===== config.mk =====
export PLATFORM = sky130hd
export DESIGN_NAME = cfgrx_parallel_rx
export DESIGN_NICKNAME = d
export VERILOG_FILES = /design/src/rtl/cfgrx_pkg.sv /design/src/rtl/cfgrx_gate.sv /design/src/rtl/cfgrx_pace.sv /design/src/rtl/cfgrx_tally.sv /design/src/rtl/cfgrx_outreg.sv /design/src/rtl/cfgrx_parallel_rx.sv
export SDC_FILE = /design/constraint.sdc
export NUM_CORES = 1
export LEC_CHECK = 0
export BUFFER_PORTS_ARGS = -buffer_cell sky130_fd_sc_hd__buf_4
export CAP_MARGIN = 10
export CORE_MARGIN = 2
export CORE_UTILIZATION = 49
export CTS_BUF_LIST = sky130_fd_sc_hd__clkbuf_2
export CTS_CLUSTER_SIZE = 8
export DETAILED_ROUTE_END_ITERATION = 7
export GPL_TIMING_DRIVEN = 0
export PLACE_DENSITY_LB_ADDON = 0.3
export SLEW_MARGIN = 20
export SYNTH_ARGS = -nofsm -noshare
export SYNTH_HDL_FRONTEND = slang
export SYNTH_SLANG_ARGS = --single-unit

===== constraint.sdc =====
create_clock -name cfg_clk -period 2 [get_ports cfg_clk]
set_clock_uncertainty 0.15 [all_clocks]
set_input_delay 0.5 -clock cfg_clk [delete_from_list [all_inputs] [get_ports cfg_clk]]
set_output_delay 0.5 -clock cfg_clk [all_outputs]
set_load 0.1 [all_outputs]

===== src/rtl/cfgrx_pkg.sv =====
package cfgrx_pkg;
  // Number of chip-select inputs qualifying a write.
  localparam int unsigned SEL_COUNT = 2;

  // Width needed to count from 0 up to n inclusive.
  function automatic int unsigned count_w(input int unsigned n);
    return (n < 2) ? 1 : $clog2(n + 1);
  endfunction
endpackage


===== src/rtl/cfgrx_gate.sv =====
module cfgrx_gate #(
  parameter int unsigned NUM_SEL = 2
) (
  input  logic               wr_n,
  input  logic [NUM_SEL-1:0] sel_n,
  input  logic               busy,
  input  logic               halted,
  output logic               accept
);
  logic [NUM_SEL-1:0] sel_on;

  // Each select contributes one active-high enable term.
  for (genvar g = 0; g < NUM_SEL; g++) begin : g_sel
    assign sel_on[g] = ~sel_n[g];
  end

  always_comb begin
    accept = ~wr_n & (&sel_on) & ~busy & ~halted;
  end
endmodule


===== src/rtl/cfgrx_pace.sv =====
module cfgrx_pace #(
  parameter int unsigned PROC_CYCLES = 2
) (
  input  logic clk,
  input  logic prog_n,
  input  logic load,
  output logic active
);
  localparam int unsigned W = cfgrx_pkg::count_w(PROC_CYCLES);
  localparam logic [W-1:0] LOAD_V = W'(PROC_CYCLES);

  logic [W-1:0] left_q;

  always_ff @(posedge clk) begin
    if (!prog_n)               left_q <= '0;
    else if (load)             left_q <= LOAD_V;
    else if (left_q != '0)     left_q <= left_q - 1'b1;
  end

  assign active = (left_q != '0);
endmodule


===== src/rtl/cfgrx_tally.sv =====
module cfgrx_tally #(
  parameter int unsigned TOTAL_BYTES = 16
) (
  input  logic clk,
  input  logic prog_n,
  input  logic incr,
  output logic done
);
  localparam int unsigned W = cfgrx_pkg::count_w(TOTAL_BYTES);
  localparam logic [W-1:0] LAST_V = W'(TOTAL_BYTES - 1);

  logic [W-1:0] seen_q;
  logic         done_q;

  always_ff @(posedge clk) begin
    if (!prog_n) begin
      seen_q <= '0;
      done_q <= 1'b0;
    end else if (incr) begin
      seen_q <= seen_q + 1'b1;
      if (seen_q == LAST_V) done_q <= 1'b1;
    end
  end

  assign done = done_q;
endmodule


===== src/rtl/cfgrx_outreg.sv =====
module cfgrx_outreg #(
  parameter int unsigned DATA_W = 8
) (
  input  logic              clk,
  input  logic              prog_n,
  input  logic              capture,
  input  logic [DATA_W-1:0] cap_data,
  input  logic              ready,
  output logic              valid,
  output logic [DATA_W-1:0] data
);
  logic              valid_q;
  logic [DATA_W-1:0] data_q;

  always_ff @(posedge clk) begin
    if (!prog_n) begin
      valid_q <= 1'b0;
      data_q  <= '0;
    end else if (capture) begin
      valid_q <= 1'b1;
      data_q  <= cap_data;
    end else if (ready) begin
      valid_q <= 1'b0;
    end
  end

  assign valid = valid_q;
  assign data  = data_q;
endmodule


===== src/rtl/cfgrx_parallel_rx.sv =====
module cfgrx_parallel_rx #(
  parameter int unsigned DATA_W      = 8,
  parameter int unsigned PROC_CYCLES = 2,
  parameter int unsigned TOTAL_BYTES = 16
) (
  input  logic              cfg_clk,
  input  logic              prog_n,
  input  logic              wr_n,
  input  logic              cs_a_n,
  input  logic              cs_b_n,
  input  logic [DATA_W-1:0] din,
  output logic              busy,
  output logic              cfg_done,
  output logic              out_valid,
  input  logic              out_ready,
  output logic [DATA_W-1:0] out_data
);
  localparam int unsigned NSEL = cfgrx_pkg::SEL_COUNT;

  logic [NSEL-1:0] sel_n;
  logic            accept;
  logic            proc_active;

  assign sel_n = {cs_b_n, cs_a_n};

  // A waiting beat keeps the host stalled, as does processing.
  assign busy = proc_active | out_valid;

  cfgrx_gate #(.NUM_SEL(NSEL)) u_gate (
    .wr_n   (wr_n),
    .sel_n  (sel_n),
    .busy   (busy),
    .halted (cfg_done),
    .accept (accept)
  );

  cfgrx_pace #(.PROC_CYCLES(PROC_CYCLES)) u_pace (
    .clk    (cfg_clk),
    .prog_n (prog_n),
    .load   (accept),
    .active (proc_active)
  );

  cfgrx_tally #(.TOTAL_BYTES(TOTAL_BYTES)) u_tally (
    .clk    (cfg_clk),
    .prog_n (prog_n),
    .incr   (accept),
    .done   (cfg_done)
  );

  cfgrx_outreg #(.DATA_W(DATA_W)) u_out (
    .clk      (cfg_clk),
    .prog_n   (prog_n),
    .capture  (accept),
    .cap_data (din),
    .ready    (out_ready),
    .valid    (out_valid),
    .data     (out_data)
  );
endmodule


==> flow_metrics.tcl <==
set metrics [dict create \
    crit_family "buffers and inverters" \
    diodes 0 \
    synth_top_cell_area_share_pct 49.2 \
    worstPathArrival_ns 1.33 \
    syn_to_final_growth_pct 35.4 \
    drt_iter0_drc 19 \
    grt.total_usage_pct 18.2 \
    vias 640 \
    end_kind "primary output" \
    max_freq_ghz 0.506 \
    dieHeight_um 41.6 \
    setup_viol 0 \
    synthTopCellsByArea "dfxtp_1, a21oi_1, nand3_1, o21ai_0, ha_1" \
    avgSynthCellArea_um2 8.76 \
    grt_max_degree 15 \
    setup_tns_ns 0 \
    layout_commonest_cell "buf_4" \
    grt_pass1_wl_um 2530 \
    placed_area_um2 895 \
    start_kind "flip-flop" \
    crit_buf_inv 2 \
    drv_slew 0 \
    layout_common_cells "buf_4, dfxtp_1, a21oi_1, nand3_1, o21ai_0" \
    clock_latency_ns 0.28 \
    grt-ovfl-total 0 \
    final_area_um2 937 \
    yosysTopAreaCell "dfxtp_1" \
    cts_tree "built" \
    clk_pin_slew_worst_paths_ns 0.15 \
    drive_above_1_share_pct 34.6 \
    io_pins 25 \
    worstSetupPathType "flip-flop to primary output" \
    outcome "finished, final reports clean" \
    rsz0062_at_grt "yes" \
    cts_buffer_depth 2 \
    syn-num-nets 95 \
    die_area_um2 1730 \
    wl_um 1500 \
    finalNetCount 124 \
    synth_edf_count 0 \
    ant_nets 0 \
    ys_warn_count 0 \
    yosysUniqueCellTypes 23 \
    r2r_slack_ns 0.25 \
    core_um2 1320 \
    core.rowCount 13 \
    syn-cell-area_um2 692 \
    clock-root-buffer "clkbuf_2" \
    worst_pin_slew_ns 0.441 \
    finalCriticalPeriod_ns 1.98 \
    synthCells 79 \
    maxSlewHeadroom_pct 70.4 \
    antenna_found_initial 0 \
    hold_class "input port to flip-flop" \
    p_per_area_nw_per_um2 688 \
    wl_per_cell_um 12.3 \
    async_flop_share_pct 0 \
    max_stage_delay_ns 0.43 \
    portBuffers 24 \
    p_leak_nw 0.398 \
    cp_max_fo 14 \
    htree_levels 1 \
    ys_seq_elements 17 \
    postCtsHoldBufs 0 \
    ys.flop_type "dfxtp_1" \
    finalCritPeriodShare_pct 98.9 \
    slowest_stage "dfxtp_1" \
    yosysSeqAreaShare_pct 49.2 \
    first_pass_iters 4 \
    die_w_um 41.6 \
    cts_inserted_buffers 3 \
    hold_viol_final 0 \
    initial_core_util_pct 52.5 \
    grt_pass1_vias 570 \
    drcViolationCount 0 \
    drt-vias-per-instance 5.25 \
    cts_sinks 17 \
    path_cells "nor3_4 > inv_1 > buf_8" \
    gp_congestion 0.666 \
    required_ns 1.35 \
    ir_drop_mv 0.420 \
    cap_violations 0 \
    dp_hpwl_um 1090 \
]
==> logic make-up after synthesis <==
logic type / count (synthesis) / share of synthesized area [%]
AO/OA/AOI/OAI: 27 / 20.6
multiplexers: 1 / 1.45
buffers and inverters: 8 / 5.06
flip-flops: 17 / 49.2
adder cells (fa/ha/maj): 2 / 3.62
AND/OR/NAND/NOR: 24 / 20.1
==> where the power goes <==
group	internal (mW)	switching (mW)	total [mW]
registers	0.348	0.00605	0.354
clock network	0.0530	0.101	0.154
logic	0.0439	0.0932	0.137
==> synth_stat cells (all sizes together) (2+ instances only) <==
| cell | count |
|---|---|
| nand2b | 2 |
| ha | 2 |
| dfxtp | 17 |
| o21ai | 10 |
| buf | 2 |
| or4 | 2 |
| clkbuf | 3 |
| nand2 | 3 |
| inv | 3 |
| nand3 | 11 |
| a21oi | 14 |
==> sequential cells by signal (all words and copies together) (netlist names) <==
signal / count
u_tally.done: 1
u_pace.left_q: 2
u_tally.seen_q: 5
u_out.valid: 1
u_out.data: 8
==> tightest hold or removal path, cell delays in order <==
cell     delay, ns
buf_4         0.11
nand3_1       0.05
a21oi_1       0.05
==> stage by stage <==
step                hold WS (ns)  std cells  total power [mW]  worst slack [ns]  util (%)
detailed placement         0.312        118             0.493          -0.00812      67.9
CTS                        0.301        122             0.647           0.00816      70.7
floorplan                  0.292         79             0.450           -0.0770         -
global placement           0.304        118             0.491           0.00427      67.9
finish                     0.306        122             0.645            0.0221      71.1
global route               0.293        122             0.671           -0.0427      71.1
==> area by class of cell <==
type	count	area, um2
Multi-Input combinational cell	54	329
Fill cell	115	380
Tap cell	15	18.8
Inverter	3	11.3
Timing Repair Buffer	25	195
Clock buffer	4	20.0
Buffer	4	20.0
Sequential cell	17	343
==> path summary, 6_finish.rpt <==
path,from,endpoint,cells after the start
max,u_pace.left_q[0]$_SDFFE_PP0P_,busy,3
min,din[6],u_out.data[6]$_SDFFE_PN0P_,3
max reg2reg,u_tally.done$_SDFFE_PN0P_,u_tally.seen_q[3]$_SDFFE_PN0P_,3
min reg2reg,u_out.data[6]$_SDFFE_PN0P_,u_out.data[6]$_SDFFE_PN0P_,2
==> timing repair <==
action | in CTS | in global routing
resized for setup | 3 | 1
pin swaps | 1 | 0
setup endpoints to repair | 1 | 3
buffers inserted | 1 | 0
gates cloned | 0 | 0
==> per-layer routing <==
metal / up-vias / GRT usage (%) / part of all wire (%)
met5: - / 0 / 0
met4: 0 / 3.87 / 0.53
met3: 2 / 4.78 / 4.3
met2: 12 / 26.3 / 45
met1: 282 / 27.2 / 50
li1: 344 / - / -
(Power assumes the default switching activity.)
